===== src/rtl/npc_pkg.sv =====
package npc_pkg;
  typedef enum logic [2:0] {
    CLS_OTHER = 3'd0,
    CLS_JCOND = 3'd1,
    CLS_JUMP  = 3'd2,
    CLS_CALL  = 3'd3,
    CLS_RET   = 3'd4
  } icls_e;

  localparam int POL_TAKEN     = 0;
  localparam int POL_NOT_TAKEN = 1;
  localparam int POL_BTFNT     = 2;
endpackage


===== src/rtl/npc_len_adder.sv =====
module npc_len_adder #(
  parameter int ADDR_W = 32,
  parameter int LEN_W  = 3
) (
  input  logic [ADDR_W-1:0] pc,
  input  logic [LEN_W-1:0]  len,
  output logic [ADDR_W-1:0] valp
);
  always_comb valp = pc + ADDR_W'(len);
endmodule


===== src/rtl/npc_predict.sv =====
module npc_predict import npc_pkg::*; #(
  parameter int ADDR_W = 32,
  parameter int POLICY = POL_BTFNT
) (
  input  logic [2:0]        cls,
  input  logic [ADDR_W-1:0] valc,
  input  logic [ADDR_W-1:0] valp,
  output logic [ADDR_W-1:0] pred_pc,
  output logic              pred_taken,
  output logic              valp_used,
  output logic              is_ret
);
  logic jcond_taken;

  generate
    if (POLICY == POL_TAKEN) begin : g_taken
      always_comb jcond_taken = 1'b1;
    end else if (POLICY == POL_NOT_TAKEN) begin : g_not_taken
      always_comb jcond_taken = 1'b0;
    end else begin : g_btfnt
      always_comb jcond_taken = (valc < valp);
    end
  endgenerate

  always_comb begin
    pred_taken = 1'b0;
    valp_used  = 1'b0;
    is_ret     = 1'b0;
    case (cls)
      CLS_JCOND: begin pred_taken = jcond_taken; valp_used = 1'b1; end
      CLS_JUMP:  pred_taken = 1'b1;
      CLS_CALL:  begin pred_taken = 1'b1; valp_used = 1'b1; end
      CLS_RET:   is_ret = 1'b1;
      default:   ;
    endcase
    pred_pc = pred_taken ? valc : valp;
  end
endmodule


===== src/rtl/npc_select.sv =====
module npc_select #(
  parameter int ADDR_W = 32
) (
  input  logic              misp,
  input  logic [ADDR_W-1:0] alt_pc,
  input  logic              ret_valid,
  input  logic [ADDR_W-1:0] ret_pc,
  input  logic              accept,
  input  logic              accept_is_ret,
  input  logic [ADDR_W-1:0] pred_pc,
  input  logic [ADDR_W-1:0] cur_pc,
  input  logic              cur_wait,
  output logic [ADDR_W-1:0] next_pc,
  output logic              next_wait
);
  always_comb begin
    if (misp) begin
      next_pc   = alt_pc;
      next_wait = 1'b0;
    end else if (ret_valid) begin
      next_pc   = ret_pc;
      next_wait = 1'b0;
    end else if (accept && accept_is_ret) begin
      next_pc   = cur_pc;
      next_wait = 1'b1;
    end else if (accept) begin
      next_pc   = pred_pc;
      next_wait = cur_wait;
    end else begin
      next_pc   = cur_pc;
      next_wait = cur_wait;
    end
  end
endmodule


===== src/rtl/npc_predictor.sv =====
module npc_predictor import npc_pkg::*; #(
  parameter int              ADDR_W   = 32,
  parameter int              POLICY   = POL_BTFNT,
  parameter logic [ADDR_W-1:0] RESET_PC = '0
) (
  input  logic              clk,
  input  logic              rst_n,
  input  logic              in_valid,
  output logic              in_ready,
  input  logic [2:0]        in_class,
  input  logic [2:0]        in_len,
  input  logic [ADDR_W-1:0] in_valc,
  input  logic              ex_mispredict,
  input  logic [ADDR_W-1:0] ex_alt_pc,
  input  logic              wb_ret_valid,
  input  logic [ADDR_W-1:0] wb_ret_pc,
  output logic [ADDR_W-1:0] fetch_pc,
  output logic [ADDR_W-1:0] out_valp,
  output logic              out_valp_used,
  output logic              out_pred_taken
);
  logic              ret_wait, next_wait, accept, is_ret;
  logic [ADDR_W-1:0] pred_pc, next_pc;

  assign in_ready = !ret_wait;
  assign accept   = in_valid && in_ready;

  npc_len_adder #(.ADDR_W(ADDR_W), .LEN_W(3)) u_add (
    .pc(fetch_pc), .len(in_len), .valp(out_valp));

  npc_predict #(.ADDR_W(ADDR_W), .POLICY(POLICY)) u_pred (
    .cls(in_class), .valc(in_valc), .valp(out_valp), .pred_pc(pred_pc),
    .pred_taken(out_pred_taken), .valp_used(out_valp_used), .is_ret(is_ret));

  npc_select #(.ADDR_W(ADDR_W)) u_sel (
    .misp(ex_mispredict), .alt_pc(ex_alt_pc), .ret_valid(wb_ret_valid),
    .ret_pc(wb_ret_pc), .accept(accept), .accept_is_ret(is_ret),
    .pred_pc(pred_pc), .cur_pc(fetch_pc), .cur_wait(ret_wait),
    .next_pc(next_pc), .next_wait(next_wait));

  always_ff @(posedge clk) begin
    if (!rst_n) begin
      fetch_pc <= RESET_PC;
      ret_wait <= 1'b0;
    end else begin
      fetch_pc <= next_pc;
      ret_wait <= next_wait;
    end
  end

  AST_LEN_LEGAL: assert property (@(posedge clk) disable iff (!rst_n)
    in_valid |-> (in_len == 3'd1 || in_len == 3'd2 || in_len == 3'd5 || in_len == 3'd6));
  AST_JUMP_TARGET: assert property (@(posedge clk) disable iff (!rst_n)
    (accept && !ex_mispredict && !wb_ret_valid &&
     (in_class == 3'd2 || in_class == 3'd3)) |=> fetch_pc == $past(in_valc));
  AST_RET_FREEZE: assert property (@(posedge clk) disable iff (!rst_n)
    (!in_ready && !ex_mispredict && !wb_ret_valid) |=> ($stable(fetch_pc) && !in_ready));
  AST_MISP_WINS: assert property (@(posedge clk) disable iff (!rst_n)
    ex_mispredict |=> (fetch_pc == $past(ex_alt_pc) && in_ready));
  AST_WB_LOAD: assert property (@(posedge clk) disable iff (!rst_n)
    (wb_ret_valid && !ex_mispredict) |=> (fetch_pc == $past(wb_ret_pc) && in_ready));
  AST_IDLE_HOLD: assert property (@(posedge clk) disable iff (!rst_n)
    (!in_valid && !ex_mispredict && !wb_ret_valid) |=> $stable(fetch_pc));
endmodule


===== config.mk =====
export PLATFORM = sky130hd
export DESIGN_NAME = npc_predictor
export DESIGN_NICKNAME = d
export VERILOG_FILES = /design/src/rtl/npc_pkg.sv /design/src/rtl/npc_len_adder.sv /design/src/rtl/npc_predict.sv /design/src/rtl/npc_select.sv /design/src/rtl/npc_predictor.sv
export SDC_FILE = /design/constraint.sdc
export NUM_CORES = 1
export LEC_CHECK = 0
export BUFFER_PORTS_ARGS = -buffer_cell sky130_fd_sc_hd__clkbuf_2
export CORE_MARGIN = 5
export CORE_UTILIZATION = 50
export DETAILED_ROUTE_END_ITERATION = 16
export PLACE_DENSITY = 0.89
export SLEW_MARGIN = 40
export SYNTH_ARGS = -nofsm -noshare
export SYNTH_HDL_FRONTEND = slang
export SYNTH_SLANG_ARGS = --single-unit
export TNS_END_PERCENT = 30

===== constraint.sdc =====
create_clock -name clk -period 10.2 [get_ports clk]
set_clock_uncertainty 0.05 [all_clocks]
set_input_delay 0.51 -clock clk [delete_from_list [all_inputs] [get_ports clk]]
set_output_delay 0.51 -clock clk [all_outputs]
set_load 0.01 [all_outputs]

==> results of run 1 <==
==> registers in the layout, indices dropped and copies added, names as in the netlist <==
| name | cells |
|---|---|
| ret_wait | 1 |
| fetch_pc | 32 |
==> layout make-up <==
type	instances	area, um^2
flip-flops and latches	33	661
fillers	707	2780
inverters	46	178
repair buffers	178	903
clock inverters	1	5.00
clock buffers	7	96.3
well taps	102	128
multi-input cells	459	3020
==> power by group <==
| part | switching [mW] | internal, mW | leakage [nW] |
|---|---|---|---|
| Sequential | 0.0176 | 0.139 | 0.273 |
| Combinational | 0.108 | 0.0808 | 2.10 |
| Clock | 0.0544 | 0.0612 | 0.0542 |
==> through the flow <==
step / cells / power (mW)
final: 826 / 0.461
after global routing: 826 / 0.488
after CTS: 826 / 0.459
after detailed placement: 818 / 0.345
after global placement: 818 / 0.341
after floorplan: 574 / 0.273
==> path summary, 6_finish.rpt <==
| check | end | slack [ns] |
|---|---|---|
| worst max-delay path | out_pred_taken | 4.74 |
| worst min-delay path | ret_wait | 0.42 |
| worst max register to register | fetch_pc[3] | 5.23 |
| worst min register to register | ret_wait | 0.52 |
==> cells by family (layout without fill, tap and decap cells) <==
family | Yosys count | in the layout | share of synthesized area, %
and+or+nand+nor | 198 | 198 | 24.6
xor gates and xnor gates | 30 | 30 | 6.75
DFF | 33 | 33 | 16.5
buffers and inverters | 82 | 232 | 8.65
adders and majority gates | 35 | 35 | 11.1
muxes | 34 | 34 | 8.68
AOI/OAI and AO/OA | 162 | 162 | 23.7
==> worst min-delay path: cells and delay by family <==
family                 cells  cell delay, ns
buffers and inverters      1            0.09
AO/OA/AOI/OAI              1            0.06
AND/OR/NAND/NOR            1            0.07
==> synthesized netlist by cell type (all sizes together) <==
cell type   n  area, um^2
a22oi       6        45.0
inv        45         169
fa          1        20.0
dfxtp      33         661
o221ai      2        17.5
o21a        1        7.51
o41ai       1        16.3
and4        2        18.8
nand4      17         119
and2        1        6.26
ha         34         425
xor2       17         156
nand4b      1        8.76
a221o       1        10.0
nand2      98         370
clkinv      1        8.76
o2bb2ai     2        17.5
o31a        6        52.6
o2111ai     3        26.3
o41a        1        11.3
nor3        7        40.0
nor2       28         105
a21o        2        15.0
nor4        4        46.3
mux2        3        37.5
nor3b      23         178
o211ai      8        60.1
and3        2        13.8
mux2i      31         310
o22ai       2        12.5
clkbuf     28         105
o21ai      87         439
o31ai       1        12.5
xnor2      13         114
a21oi      35         175
nor2b       3        18.8
buf         8        63.8
nand3      10        50.1
nand2b      2        12.5
a211oi      4        30.0
==> metal layers <==
metal | up-vias | wire, um
met1 | 2187 | 5720
met2 | 214 | 6510
met3 | 22 | 1110
li1 | 2314 | -
met5 | - | 0
met4 | 0 | 235
==> run_results.csv, run 1 <==
group,metric,value,unit
global_routing,grt.met1_usage,32.8,%
power,powerDensity,92.4,nW/um^2
floorplanning,core,7770,um^2
sta,rsz0062_at_grt,"false",
sta,max_freq,183,MHz
cts,cts_root_buf,"clkbuf_8",
worst_setup_path,worstPathArrival,4.90,ns
route,avgRoutedWirePerCell,16.4,um
floorplanning,fp-row-count,32,
layout,layout_common_cells,"173 x clkbuf_2, 97 x nand2_1, 63 x o21ai_0, 45 x inv_1, 35 x a21oi_1",
sta,fin_crit_sh,53.5,%
cts,cts_buffers,5,
global_routing,track_usage,26.1,%
worst_setup_path,critPathLaunchType,"register",
route,dr.pass1.iters,5,
yosys,ys_seq_area_share,16.5,%
layout,nNetsFinal,865,
global_routing,gr-usage-met2,44.9,%
global_routing,grt_pass1_vias,4639,
worst_hold_path,hold_path_depth,3,
route,routed_wl,13600,um
global_routing,grt_max_degree,66,
cts,cts.sink_count,33,
cts,clk_latency,0.29,ns
global_routing,met3_usage,4.98,%
worst_setup_path,path_depth,16,
sta,relSlewSlack,46.5,%
worst_setup_path,r2r_start,"fetch_pc[0]",
cts,hold_buffers,0,
sta,drv_slew,0,
yosys,syn_nets,716,
cts,cts.path.max_buffers,2,
yosys,ys_warn_count,0,
sta,setup_ws,4.74,ns
worst_setup_path,cp.required,9.64,ns
sta,fin_tns_setup,0,ns
sta,hold_violations,0,
floorplanning,num_io_pins,174,
layout,layout_commonest_cell,"clkbuf_2",
yosys,synth_area,4010,um^2
cts,post_cts_buffers,0,
run,drv_cap,0,
layout,fin_area,4990,um^2
placed_design,pre_cts_slack,4.85,ns
route,ant_nets,0,
worst_setup_path,crit_path_end_kind,"output port",
layout,antenna_cells,0,
route,num_vias,4737,
worst_setup_path,critical_path.top_delay_family,"simple AND/OR/NAND/NOR gates",
yosys,synth_cells,574,
floorplanning,die_y,99.5,um
route,avgViaCountPerCell,5.73,
layout,drive_gt1_share,28.2,%
sta,whs,0.423,ns
placed_design,io_buffers,173,
yosys,avgSynthCellArea,6.98,um^2
global_routing,grt_antenna_before_repair,0,
worst_setup_path,cp-startpoint,"fetch_pc[0]",
worst_setup_path,crit_type,"reg2out",
worst_setup_path,crit_path_top_delay_cell,"o21ai_4",
route,drc,0,
yosys,ys_seq_elements,33,
layout,syn2layout_area_growth,24.5,%
floorplanning,die_x,99.5,um
global_routing,grt_pass1_wl,21600,um
worst_setup_path,crit_path_max_fanout,20,
power,ir_drop,0.0515,mV
worst_setup_path,cpPeakStageDelay,0.61,ns
power,p_leak,2.43,nW
floorplanning,die-area,9900,um^2
floorplanning,start_util,51.6,%
global_routing,grt_busiest_layer,"met2",
sta,setup_violations,0,
cts,cts_tree,"yes",
run_status,status,"finished, final reports clean",
worst_setup_path,reg2reg_depth,17,
sta,period_needed,5.46,ns
worst_hold_path,min_from,"in_valid",
worst_setup_path,path_buf_inv,3,
worst_hold_path,hold_path_class,"in2reg",
sta,worstMarginPinSlew,0.802,ns
global_routing,grt-ovfl-total,0,
layout,final_util,64.2,%
placed_design,placedInstanceArea,4890,um^2
route,first_iter_violations,279,
yosys,yosysUniqueCellTypes,54,
worst_setup_path,crit_chain,"ha_1, fa_1, a21o_1, and3_1, nand2_2, nor4_1, nand2_1, xor2_1, ha_1, nand4_1, nor4_1, nand2_1, o21ai_4, buf_4, clkinv_4, clkbuf_2",
placed_design,gp_congestion,0.895,
placed_design,dp_hpwl,10500,um
cts,cts_resized,0,
cts,htreeDepth,2,
cts,clk_pin_slew_worst_paths,0.08,ns
(Power assumes the default switching activity.)
==> inputs of run 2 (changes only) <==
--- a/config.mk
+++ b/config.mk
@@ -7,9 +7,9 @@
 export LEC_CHECK = 0
 export BUFFER_PORTS_ARGS = -buffer_cell sky130_fd_sc_hd__clkbuf_2
 export CORE_MARGIN = 5
-export CORE_UTILIZATION = 50
+export CORE_UTILIZATION = 49
 export DETAILED_ROUTE_END_ITERATION = 16
-export PLACE_DENSITY = 0.89
+export PLACE_DENSITY = 0.87
 export SLEW_MARGIN = 40
 export SYNTH_ARGS = -nofsm -noshare
 export SYNTH_HDL_FRONTEND = slang
==> constraint.sdc (replaced) <==
create_clock -name clk -period 5.61 [get_ports clk]
set_clock_uncertainty 0.05 [all_clocks]
set_input_delay 0.2805 -clock clk [delete_from_list [all_inputs] [get_ports clk]]
set_output_delay 0.2805 -clock clk [all_outputs]
set_load 0.01 [all_outputs]
==> run 2 against run 1 <==
Sequential cell count is the same. Cell count grew 0.48%. Global-route usage rose by 0.30 points. Critical path depth decreased by 1. Worst hold slack worse by 0.22 ns. Largest power group unchanged. Highest routed layer unchanged.
==> run_results.csv, run 2 (synthesis results as in run 1) <==
group,metric,value,unit
worst_setup_path,crit_chain,"ha_1, fa_1, a21o_1, and3_1, and4_1, nand4_1, xor2_1, ha_1, nand4_1, nor4_1, nand2_1, o21ai_4, buf_4, clkinv_4, clkbuf_2",
placed_design,gp_congestion,0.910,
layout,drive_gt1_share,28.3,%
global_routing,grt_max_degree,66,
cts,clk_pin_slew_worst_paths,0.08,ns
global_routing,grt-ovfl-total,0,
cts,cts.sink_count,33,
cts,cts_tree,"yes",
worst_hold_path,hold_path_depth,3,
layout,seqCellArea,661,um^2
run,drv_cap,0,
sta,whs,0.201,ns
floorplanning,num_io_pins,174,
sta,period_needed,4.67,ns
power,power_frac_seq,35.0,%
layout,final_cells,830,
cts,hold_buffers,0,
power,powerDensity,164,nW/um^2
layout,final_util,61.5,%
worst_setup_path,reg2reg_slack,1.17,ns
worst_hold_path,hold_path_class,"in2reg",
power,comb_power_share,42.5,%
route,dr.pass1.iters,5,
sta,drv_slew,0,
layout,top_regs,"fetch_pc: 32 flops, ret_wait: 1 flops",
layout,nNetsFinal,866,
route,avgViaCountPerCell,5.67,
worst_setup_path,critPathLaunchType,"register",
layout,fin_area,4980,um^2
power,switchingPower,0.328,mW
worst_setup_path,cpPeakStageDelay,0.40,ns
power,internal-power,0.486,mW
cts,cts.path.max_buffers,2,
worst_setup_path,reg2reg_depth,16,
cts,cts_buffers,5,
cts,cts_resized,0,
cts,clk_latency,0.29,ns
placed_design,io_buffers,173,
sta,fin_crit_sh,83.3,%
placed_design,place_inst,822,
power,total_power,0.815,mW
layout,antenna_cells,0,
worst_setup_path,crit_type,"reg2out",
cts,post_cts_buffers,0,
placed_design,dp_hpwl,10700,um
route,num_vias,4706,
cts,htreeDepth,2,
global_routing,track_usage,26.4,%
global_routing,grt_pass1_vias,4736,
cts,cts_root_buf,"clkbuf_8",
layout,multi_input_area,3020,um^2
floorplanning,start_util,49.5,%
sta,rsz0062_at_grt,"false",
layout,largest_reg_flops,32,
global_routing,grt_antenna_before_repair,0,
worst_setup_path,critical_path.top_delay_family,"simple AND/OR/NAND/NOR gates",
placed_design,pre_cts_slack,1.20,ns
floorplanning,core,8090,um^2
layout,layout_common_cells,"173 x clkbuf_2, 97 x nand2_1, 63 x o21ai_0, 45 x inv_1, 35 x a21oi_1",
floorplanning,die_y,100,um
run_status,status,"finished, final reports clean",
power,ir_drop,0.0959,mV
route,ant_nets,0,
worst_setup_path,cp.required,5.28,ns
worst_setup_path,crit_path_end_kind,"output port",
worst_setup_path,path_buf_inv,3,
floorplanning,die-area,10100,um^2
placed_design,placedInstanceArea,4900,um^2
layout,regMostFlops,"fetch_pc",
sta,fin_tns_setup,0,ns
global_routing,grt_pass1_wl,21900,um
sta,hold_violations,0,
power,switching_share,40.3,%
power,clkPwrFrac,22.6,%
route,avgRoutedWirePerCell,16.6,um
sta,setup_violations,0,
worst_setup_path,crit_path_top_delay_cell,"nor4_1",
layout,syn2layout_area_growth,24.3,%
worst_setup_path,crit_path_max_fanout,17,
sta,setup_ws,0.937,ns
worst_setup_path,worstPathArrival,4.34,ns
route,first_iter_violations,300,
sta,worstMarginPinSlew,0.765,ns
sta,relSlewSlack,49.0,%
route,drc,0,
layout,layout_commonest_cell,"clkbuf_2",
route,routed_wl,13800,um
floorplanning,fp-row-count,33,
power,p_leak,2.42,nW
sta,max_freq,214,MHz
layout,fillers,790,
worst_setup_path,path_depth,15,
floorplanning,die_x,100,um
[run 2: worst register-to-register path, cell delays in order, from the launching register on]
cell	delay (ns)
dfxtp_1	0.38
ha_1	0.25
fa_1	0.24
a21o_1	0.13
and3_1	0.32
and4_1	0.39
nand4_1	0.22
xor2_1	0.21
ha_1	0.32
nand4_1	0.18
nor4_1	0.40
nand2_1	0.20
o21ai_4	0.16
buf_4	0.33
clkinv_4	0.17
o2111ai_1	0.24
o211ai_1	0.14
[run 2: cell type report]
| cell class | count | area share (%) |
|---|---|---|
| well taps | 105 | 2.64 |
| inverters | 46 | 3.57 |
| repair buffers | 179 | 18.3 |
| clock buffers | 6 | 1.46 |
| flip-flops and latches | 33 | 13.3 |
| clock inverters | 2 | 0.201 |
| multi-input cells | 459 | 60.6 |
[run 2: path summary, 6_finish.rpt]
| check | to | startpoint |
|---|---|---|
| min | ret_wait | in_valid |
| max | out_pred_taken | fetch_pc[0] |
| min reg2reg | ret_wait | ret_wait |
| max reg2reg | fetch_pc[10] | fetch_pc[0] |
[run 2: power groups by stage]
stage	Sequential, mW	Combinational (mW)	Clock, mW
floorplan	0.286	0.210	0
global placement	0.287	0.333	0
detailed placement	0.289	0.343	0
CTS	0.284	0.346	0.185
global route	0.288	0.386	0.195
finish	0.285	0.346	0.184
[run 2: routing by layer]
metal,up-vias,share of wire (%),global-route usage [%]
met1,2168,40,31.4
met5,-,0,0
met3,28,8.1,5.14
met2,197,50,47.5
met4,0,2.2,8.39
li1,2313,-,-
